$ cat config.mk
export PLATFORM = sky130hd
export DESIGN_NAME = cmp_evt_irq
export DESIGN_NICKNAME = d
export VERILOG_FILES = /design/src/rtl/cmp_evt_pkg.sv /design/src/rtl/cmp_sync.sv /design/src/rtl/cmp_edge_det.sv /design/src/rtl/cmp_cap_filter.sv /design/src/rtl/cmp_evt_irq.sv
export SDC_FILE = /design/constraint.sdc
export NUM_CORES = 1
export LEC_CHECK = 0
export ABC_AREA = 0
export BUFFER_PORTS_ARGS = -buffer_cell sky130_fd_sc_hd__buf_2
export CORE_MARGIN = 4
export CORE_UTILIZATION = 35
export CTS_CLUSTER_DIAMETER = 30
export DETAILED_ROUTE_END_ITERATION = 16
export PLACE_DENSITY_LB_ADDON = 0.2
export REMOVE_ABC_BUFFERS = 1
export SLEW_MARGIN = 25
export SYNTH_ARGS = -nofsm -noshare
export SYNTH_HDL_FRONTEND = slang
export SYNTH_SLANG_ARGS = --single-unit
$ cat constraint.sdc
create_clock -name clk -period 1.7 [get_ports clk]
set_input_delay 0.085 -clock clk [delete_from_list [all_inputs] [get_ports clk]]
set_output_delay 0.085 -clock clk [all_outputs]
set_load 0.01 [all_outputs]
$ cat src/rtl/cmp_evt_pkg.sv
package cmp_evt_pkg;
    localparam int REG_AW = 2;
    localparam int REG_DW = 8;
    localparam int N_PINS = 2;

    localparam logic [REG_AW-1:0] ADDR_CTRL = 2'd0;
    localparam logic [REG_AW-1:0] ADDR_DIS  = 2'd1;
    localparam logic [REG_AW-1:0] ADDR_PIN  = 2'd2;

    localparam int BIT_IE     = 0;
    localparam int BIT_CAPEN  = 1;
    localparam int BIT_MODE_L = 2;
    localparam int BIT_FLAG   = 4;

    typedef enum logic [1:0] {
        MODE_TOGGLE = 2'b00,
        MODE_RSVD   = 2'b01,
        MODE_FALL   = 2'b10,
        MODE_RISE   = 2'b11
    } edge_mode_e;

    typedef struct packed {
        logic              ie;
        logic              cap_en;
        edge_mode_e        mode;
        logic              flag;
        logic [N_PINS-1:0] dis;
    } ctrl_state_t;
endpackage

$ cat src/rtl/cmp_sync.sv
module cmp_sync #(
    parameter int STAGES = 2
) (
    input  logic clk,
    input  logic rst_n,
    input  logic din,
    output logic dout
);
    logic [STAGES-1:0] chain_d, chain_q;

    always_comb begin
        chain_d = {chain_q[STAGES-2:0], din};
    end

    always_ff @(posedge clk or negedge rst_n) begin
        if (!rst_n) chain_q <= '0;
        else        chain_q <= chain_d;
    end

    assign dout = chain_q[STAGES-1];
endmodule

$ cat src/rtl/cmp_edge_det.sv
module cmp_edge_det
    import cmp_evt_pkg::*;
(
    input  logic       clk,
    input  logic       rst_n,
    input  logic       lvl,
    input  edge_mode_e mode,
    output logic       evt
);
    typedef struct packed {
        logic lvl_prev;
        logic pol_prev;
    } det_state_t;

    det_state_t st_d, st_q;
    logic       pol;

    always_comb begin
        // polarity follows the current mode, so a mode switch can look like an edge
        pol         = mode[0] ? lvl : ~lvl;
        st_d        = st_q;
        st_d.lvl_prev = lvl;
        st_d.pol_prev = pol;
        unique case (mode)
            MODE_TOGGLE: evt = lvl ^ st_q.lvl_prev;
            MODE_RSVD:   evt = 1'b0;
            default:     evt = pol & ~st_q.pol_prev;
        endcase
    end

    always_ff @(posedge clk or negedge rst_n) begin
        if (!rst_n) st_q <= '0;
        else        st_q <= st_d;
    end
endmodule

$ cat src/rtl/cmp_cap_filter.sv
module cmp_cap_filter #(
    parameter int FILT_LEN = 4
) (
    input  logic clk,
    input  logic rst_n,
    input  logic en,
    input  logic lvl,
    input  logic edge_sel,
    input  logic mask,
    output logic route,
    output logic cap_irq
);
    localparam int CW = (FILT_LEN > 2) ? $clog2(FILT_LEN) : 1;
    localparam logic [CW-1:0] CNT_LAST = CW'(FILT_LEN - 1);

    typedef struct packed {
        logic [CW-1:0] cnt;
        logic          filt;
        logic          evt;
    } filt_state_t;

    filt_state_t st_d, st_q;

    always_comb begin
        st_d     = st_q;
        st_d.evt = 1'b0;
        if (!en) begin
            st_d.filt = 1'b0;
            st_d.cnt  = '0;
        end else if (lvl == st_q.filt) begin
            st_d.cnt = '0;
        end else if (st_q.cnt == CNT_LAST) begin
            st_d.filt = lvl;
            st_d.cnt  = '0;
            st_d.evt  = (lvl == edge_sel);
        end else begin
            st_d.cnt = st_q.cnt + 1'b1;
        end
    end

    always_ff @(posedge clk or negedge rst_n) begin
        if (!rst_n) st_q <= '0;
        else        st_q <= st_d;
    end

    assign route   = st_q.filt;
    assign cap_irq = st_q.evt & mask;
endmodule

$ cat src/rtl/cmp_evt_irq.sv
module cmp_evt_irq
    import cmp_evt_pkg::*;
#(
    parameter int SYNC_STAGES = 2,
    parameter int FILT_LEN    = 4
) (
    input  logic              clk,
    input  logic              rst_n,
    input  logic              cmp_raw,
    input  logic              glb_ie,
    input  logic              irq_ack,
    input  logic              wr_en,
    input  logic [REG_AW-1:0] wr_addr,
    input  logic [REG_DW-1:0] wr_data,
    input  logic [REG_AW-1:0] rd_addr,
    output logic [REG_DW-1:0] rd_data,
    input  logic [N_PINS-1:0] pin_in,
    input  logic              cap_edge_sel,
    input  logic              cap_mask,
    output logic              irq,
    output logic              cap_route,
    output logic              cap_irq
);
    localparam int PAD = REG_DW - N_PINS;

    ctrl_state_t st_d, st_q;
    logic        lvl_s;
    logic        evt;
    logic        ctrl_wr;

    cmp_sync #(.STAGES(SYNC_STAGES)) u_sync (
        .clk   (clk),
        .rst_n (rst_n),
        .din   (cmp_raw),
        .dout  (lvl_s)
    );

    cmp_edge_det u_det (
        .clk   (clk),
        .rst_n (rst_n),
        .lvl   (lvl_s),
        .mode  (st_q.mode),
        .evt   (evt)
    );

    cmp_cap_filter #(.FILT_LEN(FILT_LEN)) u_filt (
        .clk      (clk),
        .rst_n    (rst_n),
        .en       (st_q.cap_en),
        .lvl      (lvl_s),
        .edge_sel (cap_edge_sel),
        .mask     (cap_mask),
        .route    (cap_route),
        .cap_irq  (cap_irq)
    );

    always_comb begin
        ctrl_wr = wr_en && (wr_addr == ADDR_CTRL);
        st_d    = st_q;
        if (ctrl_wr) begin
            st_d.ie     = wr_data[BIT_IE];
            st_d.cap_en = wr_data[BIT_CAPEN];
            st_d.mode   = edge_mode_e'(wr_data[BIT_MODE_L +: 2]);
            if (wr_data[BIT_FLAG]) st_d.flag = 1'b0;
        end
        if (irq_ack) st_d.flag = 1'b0;
        if (evt)     st_d.flag = 1'b1;
        if (wr_en && (wr_addr == ADDR_DIS)) st_d.dis = wr_data[N_PINS-1:0];
    end

    always_ff @(posedge clk or negedge rst_n) begin
        if (!rst_n) st_q <= '0;
        else        st_q <= st_d;
    end

    always_comb begin
        unique case (rd_addr)
            ADDR_CTRL: rd_data = {2'b00, lvl_s, st_q.flag, st_q.mode, st_q.cap_en, st_q.ie};
            ADDR_DIS:  rd_data = {{PAD{1'b0}}, st_q.dis};
            ADDR_PIN:  rd_data = {{PAD{1'b0}}, pin_in & ~st_q.dis};
            default:   rd_data = '0;
        endcase
    end

    assign irq = st_q.flag & st_q.ie & glb_ie;
endmodule

==> summary.txt <==
status -> finished clean
leading area contributor after synthesis -> dfrtp_1
Area Overhead vs Synth -> 27.27%
Min-Delay Path Class -> primary input to register
number of H-tree levels -> 1
post-DP HPWL -> 1053 um
P_int -> 581.6 uW
CP max FO -> 3
Netlist cell types -> 29
yosys warns -> 0
Slew Limit Fails -> 0
maximum clock insertion buffer count -> 2
Final Net Count -> 118
Remaining DRCs -> 0
antenna cells -> 0
Initial Util -> 37.18%
CTS tree -> built
most frequent cells after synthesis -> 15 x dfrtp_1, 5 x mux2_2, 4 x inv_1
P_leak -> 0.4635 nW
startpoint types -> register
die area -> 2878 um2
crit share post-route -> 72.79%
Peak Freq -> 808.1 MHz
Synth top area share -> 51.46%
largest cells by area after synthesis -> dfrtp_1 51%, mux2_2 7.7%, mux2i_1 4.1%
Seq pwr share -> 55.4%
port buffer count -> 27
Crit Path Category -> register to output pin
Final Wtd Congestion -> 0.7123
layout cell share with drive strength beyond 1 -> 39.36%
Logic pwr share -> 19.6%
io pins -> 33
Final Skew -> 12.43 ps
peak supply drop -> 581.8 uV
die width -> 53.65 um
Routed WL -> 1393 um
flops & latches, synth -> 15
Die H -> 53.65 um
Syn Area/Cell -> 11.58 um2
Post-synth EDFFs -> 0
clock latency on the worst-skew pair -> 280 ps
ys flop type -> dfrtp_1
Initial DRC Count -> 1
Final Critical Period -> 1237 ps
total core area -> 1962 um2
WHS -> 37.60 ps
Detail Route Antenna Nets -> 0
Clock transition at path regs -> 90 ps
gr usage total -> 11.03%
largest net degree at the start of global routing -> 16
top-count cell post-synth -> dfrtp_1
Detailed Routing Iterations Pass 1 -> 2
critical path capture point type -> output pin
number of hold violations in the final report -> 0
sequential share of the synthesized area -> 51.46%
initial antenna violation count -> 0
CTS sink cnt -> 15
RSZ-0062 raised after global routing -> no
row count -> 16
DR WL/cell -> 11.51 um
Mapped Cells -> 63
first-pass GRT wire length -> 2187 um
Finish-stage setup viols -> 0
Critical Path RT -> 1620 ps
clock network power share -> 25.1%
Switch Pwr -> 215.2 uW
PwrDens -> 858.3 nW/um2
CTS Buf Count -> 3
number of global-route vias before repair -> 520
Switching Fraction -> 27.01%
GRT Residual Overflow -> 0
Root Driver -> clkbuf_4
Worst EP arrival -> 1150 ps
Syn Std Cell Area -> 729.5 um2
setup tns final -> 0 ps
Via density -> 4.711
max_cap viols -> 0
ys async rst share -> 100.0%
via count -> 570
Setup Buffers After CTS -> 0
-- path summary, 6_finish.rpt --
kind,startpoint,endpoint,slack (ps),cells past startpoint
max,st_q[1],rd_data[1],460,2
min,wr_data[2],st_q[3],40,2
max reg2reg,u_sync.chain_q[1],u_filt.st_q[0],570,2
min reg2reg,u_sync.chain_q[0],u_sync.chain_q[1],350,0
max in group asynchronous,rst_n,u_det.st_q[1],1200,2
min in group asynchronous,rst_n,st_q[4],230,2
-- kinds of logic after synthesis --
logic type	after synthesis	synth area share (%)
compound gates	8	7.720
xor+xnor	2	2.402
fa+ha+maj	1	1.715
buf+inv	8	6.173
flops	15	51.46
mux	8	11.83
other cells	1	0.5141
simple gates	20	18.18
-- worst max-delay path, cell delays in order (launching register included) --
cell and delay (ps):
dfrtp_1 400, o32ai_1 290, buf_2 180
-- final cells by class --
type	count	area [um2]
Fill cell	215	1033
Sequential cell	15	375.4
Clock buffer	4	26.28
Inverter	4	15.01
Multi-Input combinational cell	41	312.8
Timing Repair Buffer	30	165.2
Tap cell	27	33.78
-- power by group through the flow --
stage	clock [mW]	combinational (mW)	sequential [mW]
floorplan	0	0.0943	0.439
global placement	0	0.149	0.448
detailed placement	0	0.154	0.449
CTS	0.213	0.159	0.442
global route	0.233	0.176	0.452
finish	0.200	0.156	0.441
-- per-layer routing --
metal  vias to the layer above  global-route usage [%]  part of all wire [%]
li1                        281                       -                     -
met1                       267                   12.09                    44
met2                        20                   18.57                    47
met3                         2                   5.263                   8.4
met4                         0                   3.830                  0.57
met5                         -                       0                     0
-- through the flow --
stage | utilization (%) | power, mW | worst slack, ps | area [um2] | cells
2_1_floorplan | - | 0.5329 | 676.9 | 703.2 | 60
5_1_grt | 47.32 | 0.8605 | 409.6 | 928.4 | 121
3_5_place_dp | 44.45 | 0.6028 | 578.4 | 872.1 | 114
4_1_cts | 47.32 | 0.8144 | 450.2 | 928.4 | 121
3_3_place_gp | 44.45 | 0.5979 | 604.7 | 872.1 | 114
6_report | 47.32 | 0.7968 | 462.6 | 928.4 | 121
-- registers in the layout, indices dropped and copies added (netlist names) --
signal          flops
st_q                7
u_filt.route        1
u_sync.chain_q      2
u_det.st_q          2
u_filt.st_q         3
-- layout by cell type (no fill, tap or decap), drive strengths merged, types with 2 or more instances in the layout --
master and n:
a21oi 2, and2 3, and3 2, buf 27, clkbuf 4, conb 2
dfrtp 15, dlygate4sd3 3, inv 4, mux2 5, mux2i 3, nand2 3
nand3b 2, nor2b 2, nor3 3, o32ai 2
-- what timing repair did --
item / in CTS / in global routing
hold buffers: 3 / 0
resized for setup: 0 / 0
endpoints found under the hold margin: 17 / 0
(Power assumes the default switching activity.)
